`src/rtl/cic_pkg.sv`:
```
package cic_pkg;
   localparam int REG_AW = 3;
   localparam int NUM_MASKS = 4;

   typedef enum logic [REG_AW-1:0] {
      RA_A_STAT  = 3'd0,
      RA_A_MASK  = 3'd1,
      RA_B_STAT  = 3'd2,
      RA_B_MASK  = 3'd3,
      RA_S_STAT  = 3'd4,
      RA_S_MASK0 = 3'd5,
      RA_S_MASK1 = 3'd6,
      RA_NONE    = 3'd7
   } reg_addr_e;

   // mask slot order inside the mask bank
   localparam int MS_A  = 0;
   localparam int MS_B  = 1;
   localparam int MS_S0 = 2;
   localparam int MS_S1 = 3;
endpackage

```
`src/rtl/cic_sync.sv`:
```
module cic_sync #(
   parameter int W      = 8,
   parameter int STAGES = 2
) (
   input  logic         clk_i,
   input  logic         rst_ni,
   input  logic [W-1:0] d_i,
   output logic [W-1:0] q_o
);
   logic [W-1:0] stage_q [STAGES];

   always_ff @(posedge clk_i or negedge rst_ni) begin
      if (!rst_ni) begin
         for (int i = 0; i < STAGES; i++) stage_q[i] <= '0;
      end else begin
         stage_q[0] <= d_i;
         for (int i = 1; i < STAGES; i++) stage_q[i] <= stage_q[i-1];
      end
   end

   assign q_o = stage_q[STAGES-1];
endmodule

```
`src/rtl/cic_mask_reg.sv`:
```
module cic_mask_reg #(
   parameter int W = 8
) (
   input  logic         clk_i,
   input  logic         rst_ni,
   input  logic         we_i,
   input  logic [W-1:0] wd_i,
   output logic [W-1:0] q_o
);
   always_ff @(posedge clk_i or negedge rst_ni) begin
      if (!rst_ni)   q_o <= '0;
      else if (we_i) q_o <= wd_i;
   end
endmodule

```
`src/rtl/cic_group.sv`:
```
module cic_group #(
   parameter int W        = 8,
   parameter int CASC_BIT = 7
) (
   input  logic [W-1:0] raw_i,
   input  logic         casc_i,
   input  logic [W-1:0] mask_i,
   output logic [W-1:0] status_o,
   output logic         irq_o
);
   for (genvar b = 0; b < W; b++) begin : g_bit
      if (b == CASC_BIT) begin : g_casc
         assign status_o[b] = casc_i;
      end else begin : g_raw
         assign status_o[b] = raw_i[b];
      end
   end

   assign irq_o = |(status_o & mask_i);

   logic unused_casc_raw;
   assign unused_casc_raw = raw_i[CASC_BIT];
endmodule

```
`src/rtl/cascade_irq_ctrl.sv`:
```
module cascade_irq_ctrl
   import cic_pkg::*;
#(
   parameter int GRP_W       = 8,
   parameter int DATA_W      = 32,
   parameter int BUSY_W      = 4,
   parameter int SYNC_STAGES = 2,
   parameter int CASC0_BIT   = 7,
   parameter int CASC1_BIT   = 3
) (
   input  logic              clk_i,
   input  logic              rst_ni,
   input  logic [2:0]        addr_i,
   input  logic              wr_en_i,
   input  logic [DATA_W-1:0] wr_data_i,
   output logic [DATA_W-1:0] rd_data_o,
   input  logic [GRP_W-1:0]  grp_a_req_i,
   input  logic [GRP_W-1:0]  grp_b_req_i,
   input  logic [GRP_W-1:0]  sec_req_i,
   input  logic [BUSY_W-1:0] busy_i,
   output logic              irq0_o,
   output logic              irq1_o
);
   localparam int SYNC_W = 3*GRP_W + BUSY_W;

   // elaboration-time parameter checks
   if (SYNC_STAGES < 2) begin : g_bad_sync
      $error("SYNC_STAGES must be at least 2");
   end
   if (CASC0_BIT >= GRP_W || CASC1_BIT >= GRP_W) begin : g_bad_casc
      $error("cascade bit positions must lie inside a group");
   end
   if (BUSY_W < 1 || GRP_W + BUSY_W > DATA_W) begin : g_bad_busy
      $error("busy flags must fit in the status word");
   end
   if (GRP_W >= DATA_W) begin : g_bad_grp
      $error("group width must be below the data width");
   end

   // input synchronisation
   logic [SYNC_W-1:0] sync_q;
   logic [GRP_W-1:0]  a_sync, b_sync, sec_sync;
   logic [BUSY_W-1:0] busy_sync;

   cic_sync #(.W(SYNC_W), .STAGES(SYNC_STAGES)) u_sync (
      .clk_i (clk_i),
      .rst_ni(rst_ni),
      .d_i   ({busy_i, sec_req_i, grp_b_req_i, grp_a_req_i}),
      .q_o   (sync_q)
   );
   assign {busy_sync, sec_sync, b_sync, a_sync} = sync_q;

   // mask bank
   logic [NUM_MASKS-1:0] mask_we;
   logic [GRP_W-1:0]     mask_q [NUM_MASKS];
   logic [GRP_W-1:0]     a_mask, b_mask, s0_mask, s1_mask;

   always_comb begin
      mask_we        = '0;
      mask_we[MS_A]  = wr_en_i && (addr_i == RA_A_MASK);
      mask_we[MS_B]  = wr_en_i && (addr_i == RA_B_MASK);
      mask_we[MS_S0] = wr_en_i && (addr_i == RA_S_MASK0);
      mask_we[MS_S1] = wr_en_i && (addr_i == RA_S_MASK1);
   end

   for (genvar m = 0; m < NUM_MASKS; m++) begin : g_mask
      cic_mask_reg #(.W(GRP_W)) u_mask (
         .clk_i (clk_i),
         .rst_ni(rst_ni),
         .we_i  (mask_we[m]),
         .wd_i  (wr_data_i[GRP_W-1:0]),
         .q_o   (mask_q[m])
      );
   end

   assign a_mask  = mask_q[MS_A];
   assign b_mask  = mask_q[MS_B];
   assign s0_mask = mask_q[MS_S0];
   assign s1_mask = mask_q[MS_S1];

   logic unused_wd;
   assign unused_wd = ^wr_data_i[DATA_W-1:GRP_W];

   // secondary bank collapses into one bit of each primary group
   logic sec_hit0, sec_hit1;
   assign sec_hit0 = |(sec_sync & s0_mask);
   assign sec_hit1 = |(sec_sync & s1_mask);

   logic [GRP_W-1:0] a_status, b_status;

   cic_group #(.W(GRP_W), .CASC_BIT(CASC0_BIT)) u_grp_a (
      .raw_i   (a_sync),
      .casc_i  (sec_hit0),
      .mask_i  (a_mask),
      .status_o(a_status),
      .irq_o   (irq0_o)
   );

   cic_group #(.W(GRP_W), .CASC_BIT(CASC1_BIT)) u_grp_b (
      .raw_i   (b_sync),
      .casc_i  (sec_hit1),
      .mask_i  (b_mask),
      .status_o(b_status),
      .irq_o   (irq1_o)
   );

   // read mux
   always_comb begin
      rd_data_o = '0;
      unique case (reg_addr_e'(addr_i))
         RA_A_STAT: begin
            rd_data_o[GRP_W-1:0]       = a_status;
            rd_data_o[GRP_W +: BUSY_W] = busy_sync;
         end
         RA_A_MASK:  rd_data_o[GRP_W-1:0] = a_mask;
         RA_B_STAT:  rd_data_o[GRP_W-1:0] = b_status;
         RA_B_MASK:  rd_data_o[GRP_W-1:0] = b_mask;
         RA_S_STAT:  rd_data_o[GRP_W-1:0] = sec_sync;
         RA_S_MASK0: rd_data_o[GRP_W-1:0] = s0_mask;
         RA_S_MASK1: rd_data_o[GRP_W-1:0] = s1_mask;
         default:    rd_data_o = '0;
      endcase
   end
endmodule

```
`config.mk`:
```
export PLATFORM = sky130hd
export DESIGN_NAME = cascade_irq_ctrl
export DESIGN_NICKNAME = d
export VERILOG_FILES = /design/src/rtl/cic_pkg.sv /design/src/rtl/cic_sync.sv /design/src/rtl/cic_mask_reg.sv /design/src/rtl/cic_group.sv /design/src/rtl/cascade_irq_ctrl.sv
export SDC_FILE = /design/constraint.sdc
export NUM_CORES = 1
export LEC_CHECK = 0
export BUFFER_PORTS_ARGS = -buffer_cell sky130_fd_sc_hd__buf_2
export CAP_MARGIN = 20
export CORE_UTILIZATION = 51
export DETAILED_ROUTE_END_ITERATION = 16
export PLACE_DENSITY = 0.82
export SYNTH_ARGS = -nofsm -noshare
export SYNTH_HDL_FRONTEND = slang
export SYNTH_SLANG_ARGS = --single-unit
```
`constraint.sdc`:
```
create_clock -name clk_i -period 1.25 [get_ports clk_i]
set_input_delay 0 -clock clk_i [delete_from_list [all_inputs] [get_ports clk_i]]
set_output_delay 0 -clock clk_i [all_outputs]
set_load 0.005 [all_outputs]
```
After elaboration in Yosys (flattened, before gate mapping) --
Index checks and enable logic that the tools add are counted.
Word-level totals: register bits after elaboration 88, input bits 66, output and inout port bits 34, logic and storage cells 27
Operators by class: equal/unequal tests 6, multiplexer cells 2, bitwise operators 4, reductions and logical operators 9
Operators with widths (count):
- $pmux 8 s7 | 1
- $and 8x8->8 | 4
- $reduce_or 8->1 | 4
- $eq 3x3->1 const B | 3
- $eq 3x2->1 const B | 2
- $logic_and 1x1->1 | 4
- $mux 4 | 1
- $eq 3x1->1 const B | 1
- $logic_not 3->1 | 1

Logic depth before layout (Yosys ltp) --
depth after elaboration 4, depth in mapped cells 6, depth with buffers taken out 3

By module --
Synthesis repeated with hierarchy kept, for this count alone.
Unflattened totals: cells, all modules 285, area total of the unflattened synthesis 3933.8 µm²
Modules (own cells, without submodules):
- cic_sync | times used 1, cells an instance 84, area an instance 1611.5 µm², sequential area each 1401.3 µm²
- cic_mask_reg | times used 4, cells an instance 17, area an instance 331.6 µm², sequential area each 200.2 µm²
- cascade_irq_ctrl | times used 1, cells an instance 107, area an instance 803.3 µm², sequential area each 0.0 µm²
- cic_group | times used 2, cells an instance 13, area an instance 96.3 µm², sequential area each 0.0 µm²

Least setup slack after synthesis --
OpenSTA, ideal clock, no wires.
path type register to output, from reg g_mask[3].u_mask.q_o[7], to out rd_data_o[7], data arrival time 1.154 ns, required time 1.250 ns, setup slack 0.096 ns, stages on the path, launching flop included 4, buffers on the path 0, path through dfrtp_1 > mux2_4 > a221o_1 > a22o_1
Between the ends: longest elaborated chain between the ends 1
Ends and longest elaborated chain:
- start: declaration | RTL line cic_mask_reg.sv:8 | output logic [W-1:0] q_o
- start signal: assignment | RTL line cic_mask_reg.sv:12 | else if (we_i) q_o <= wd_i;
- $pmux 8 s7 | RTL line cascade_irq_ctrl.sv:110 | unique case (reg_addr_e'(addr_i))
- end: declaration | RTL line cascade_irq_ctrl.sv:16 | output logic [DATA_W-1:0] rd_data_o,
No other way between the ends.

Worst setup path after layout --
from reg g_mask[0].u_mask.q_o[3], to out rd_data_o[3]
Between the ends: longest elaborated chain between the ends 1
Ends and longest elaborated chain (RTL line):
- start: declaration | cic_mask_reg.sv:8
- start signal: assignment | cic_mask_reg.sv:12
- $pmux 8 s7 | cascade_irq_ctrl.sv:110
No other way between the ends.

==> flow_summary.toml <==
[placed_design]
globalplace.congestion = 0.892
dpl_worst_slack_ns = -0.0568
numPortBuffers = 53
post_detail_place_hpwl_mm = 4.98
place_inst = 373

[power]
vdd.ir_drop.worst_mv = 1.16
leakage_nw = 2.08
power_per_cell_area_nw_per_um2 = 1420

[routing]
wl_per_cell_um = 17.6
totalWireLength_mm = 7.48
drt_first_pass_iters = 4
antenna_violating_nets_post_route = 0
drt_drc_violations_left = 0
route.vias.total = 2339
post_drt_via_cell_ratio = 5.49
drt_first_iter_violations = 314

[worst_setup_path]
timing.critical_path.mode_cell = "a211o_1"
cp.required_ns = 1.25
crit_path_slowest_cell = "dfrtp_1"
critPathBufInv = 1
critical_path_peak_fanout = 2
cp_slowest_stage_delay_ns = 0.40
worst_ep_arrival_time_ns = 1.71
criticalPathCategory = "flop to output pin"
cell_chain_of_the_critical_path = "mux2_4 -> a211o_1 -> a211o_1 -> buf_2"
critPathLaunchType = "flop"
critPathTopFamily = "compound AO/OA/AOI/OAI gates"
worst_setup_path_end_kind = "output pin"

[sta]
grt_setup_unrepaired = "yes"
report.final.hold_viol_count = 0
layout_min_cycle_time_ns = 1.71
final_max_slew_viol_count = 0
finClkSkew_ns = 0.00345
max_clock_freq_ghz = 0.584
finalCritPeriodShare_pct = 137
worst_slack_ns = -0.462
setup_viol = 10

[logic_synthesis]
synth-compound-area-share_pct = 9.95
yosysTopAreaCellShare_pct = 62.6
synthSimpleGateAreaFrac_pct = 6.00
synth_top_flop_cell = "dfrtp_1"
post_synth_mux_area_share_pct = 15.1
yosysWarningCount = 0
synth-seq-cells = 84
postSynthCellCount = 229
synth.cell_area_um2 = 3360
synth.top_cells.by_count = "dfrtp_1 (84), mux2_2 (37), buf_4 (22)"
combinational_family_with_the_most_area_after_synthesis = "multiplexers"
number_of_flops_mapped_to_enable_cells_by_yosys = 0
async_flop_share_pct = 100
netlist.top_cell.by_area = "dfrtp_1"
yosys.area_share.adder_pct = 0
distinct_cell_type_count_of_the_synthesized_netlist = 37
syn_area_per_cell_um2 = 14.7
yosysMostFrequentCell = "dfrtp_1"
yosys.area_share.xor_xnor_pct = 0
ys_seq_area_share_pct = 62.6
synth.area.top_cells = "dfrtp_1 (63%), mux2_2 (12%), buf_4 (4.9%), a22oi_1 (4.7%), mux2i_1 (1.2%)"

[flow_run]
max-cap-violations = 0

[floorplan]
core_area_um2 = 6350
die_width_um = 83.1
die_footprint_um2 = 6910
floorplan.rows = 29
floorplan.initialDensity_pct = 52.9
io_pins = 100
chipHeight_um = 83.1

[global_routing]
grt_antenna_before_repair = 0
grt_start_max_net_pins = 37
via_count_of_the_first_global_routing_pass = 2442
grt_remaining_overflow = 0
gr-usage-all-layers_pct = 23.3
global_route_wire_length_before_repair_mm = 12.2

[cells_and_area]
layoutNonFillerInstCount = 426
area.growth.synth_to_final_pct = 31.8
antenna_cells = 0
filler_cell_count = 399
drive_above_1_share_pct = 42.1
number_of_nets_at_the_end_of_the_flow = 410

[min_path]
min_path_type = "input pin to asynchronous set/reset pin"

[clocking]
clock-root-buffer = "clkbuf_8"
htreeDepth = 3
clkTransAtPathRegs_ns = 0.10
cts_buffer_depth = 2
clkLatencyLatePin_ns = 0.36
cts_tree = "built"
clock-sinks = 84
tritoncts.num_buffers = 9

[outcome]
failed_checks = "negative setup slack"
run_status = "complete, but fails checks"
## flip-flops by register name, indices dropped and copies added (netlist names)
register           cells
g_mask.u_mask.q_o     32
u_sync.q_o            26
u_sync.stage_q        26
## stage by stage
stage | utilization, % | instance area (µm²) | hold WS [ns] | TNS (ns) | power, mW
after global placement | 59.8 | 3800 | -0.0612 | -0.429 | 4.19
final | 69.7 | 4430 | 0.0959 | -3.40 | 6.27
after CTS | 69.3 | 4400 | 0.102 | -3.31 | 6.23
after floorplan | - | 3430 | -0.296 | 0 | 3.82
after detailed placement | 59.8 | 3800 | -0.0588 | -0.766 | 4.24
after global routing | 69.7 | 4430 | 0.144 | -3.86 | 6.53
## logic make-up (layout without fill, tap and decap cells)
family                 after synthesis  after routing
flip-flops                          84             84
multiplexers                        44             44
AO/OA/AOI/OAI                       42             42
AND/OR/NAND/NOR                     29             29
buffers and inverters               29            130
other                                1             20
## power by group
group / leakage, nW / internal [mW] / switching (mW) / total [mW]
Sequential: 0.990 / 3.03 / 0.247 / 3.28
Clock: 0.103 / 0.793 / 1.10 / 1.89
Combinational: 0.983 / 0.650 / 0.453 / 1.10
## placed cells by master (no fill, tap or decap), types with 2 or more instances in the layout
cell type,synthesis,final
a22o_1,3,3
o211ai_1,3,3
a22oi_1,21,16
dlygate4sd3_1,0,35
mux2_4,1,7
a221o_1,3,3
and3b_1,2,2
mux2_2,37,32
clkbuf_8,0,9
nand3b_1,3,3
nor2b_1,3,3
buf_12,0,3
a21o_1,2,2
o221ai_1,3,2
conb_1,1,20
inv_8,0,3
nand4_1,2,2
nand2_2,2,2
a222oi_1,2,2
mux2i_1,4,4
a22oi_2,0,5
and2_1,4,4
buf_2,4,52
dfrtp_1,84,84
buf_4,22,24
a211o_1,2,2
nand3_1,3,3
clkinv_4,0,2
## repair_timing
item,in CTS,in global routing
gates resized for setup,10,4
setup buffers,1,1
setup endpoints to repair,10,10
endpoints found under the hold margin,142,0
hold buffers,35,0
pin swaps,9,3
## per-layer routing
layer	vias up	part of all wire, %	global-route usage (%)
met5	-	0	0
met4	0	3.6	13.8
met3	25	6.5	5.27
met2	120	50	36.4
met1	1151	40	30.0
li1	1043	-	-
## final timing paths
kind,slack (ns),cells after the start,end,startpoint
min in group clk_i,0.18,3,g_mask[1].u_mask.q_o[7]$_DFFE_PN0P_,wr_en_i
worst min-delay path,0.1,2,g_mask[2].u_mask.q_o[3]$_DFFE_PN0P_,rst_ni
max in group asynchronous,0.65,3,u_sync.q_o[21]$_DFF_PN0_,rst_ni
worst max-delay path,-0.46,4,rd_data_o[3],g_mask[0].u_mask.q_o[3]$_DFFE_PN0P_
worst max register to register,0.31,2,g_mask[1].u_mask.q_o[0]$_DFFE_PN0P_,g_mask[1].u_mask.q_o[0]$_DFFE_PN0P_
worst min register to register,0.35,0,u_sync.q_o[3]$_DFF_PN0_,u_sync.stage_q[31]$_DFF_PN0_
## layout make-up
type / instances / area (µm²) / share of cell area (%)
Clock buffer: 9 / 124 / 2.80
Clock inverter: 7 / 76.3 / 1.72
Multi-Input combinational cell: 135 / 1180 / 26.6
Sequential cell: 84 / 2100 / 47.5
Tap cell: 77 / 96.3 / 2.18
Timing Repair Buffer: 114 / 851 / 19.2
Note: power is estimated with default switching activity, not from simulation.
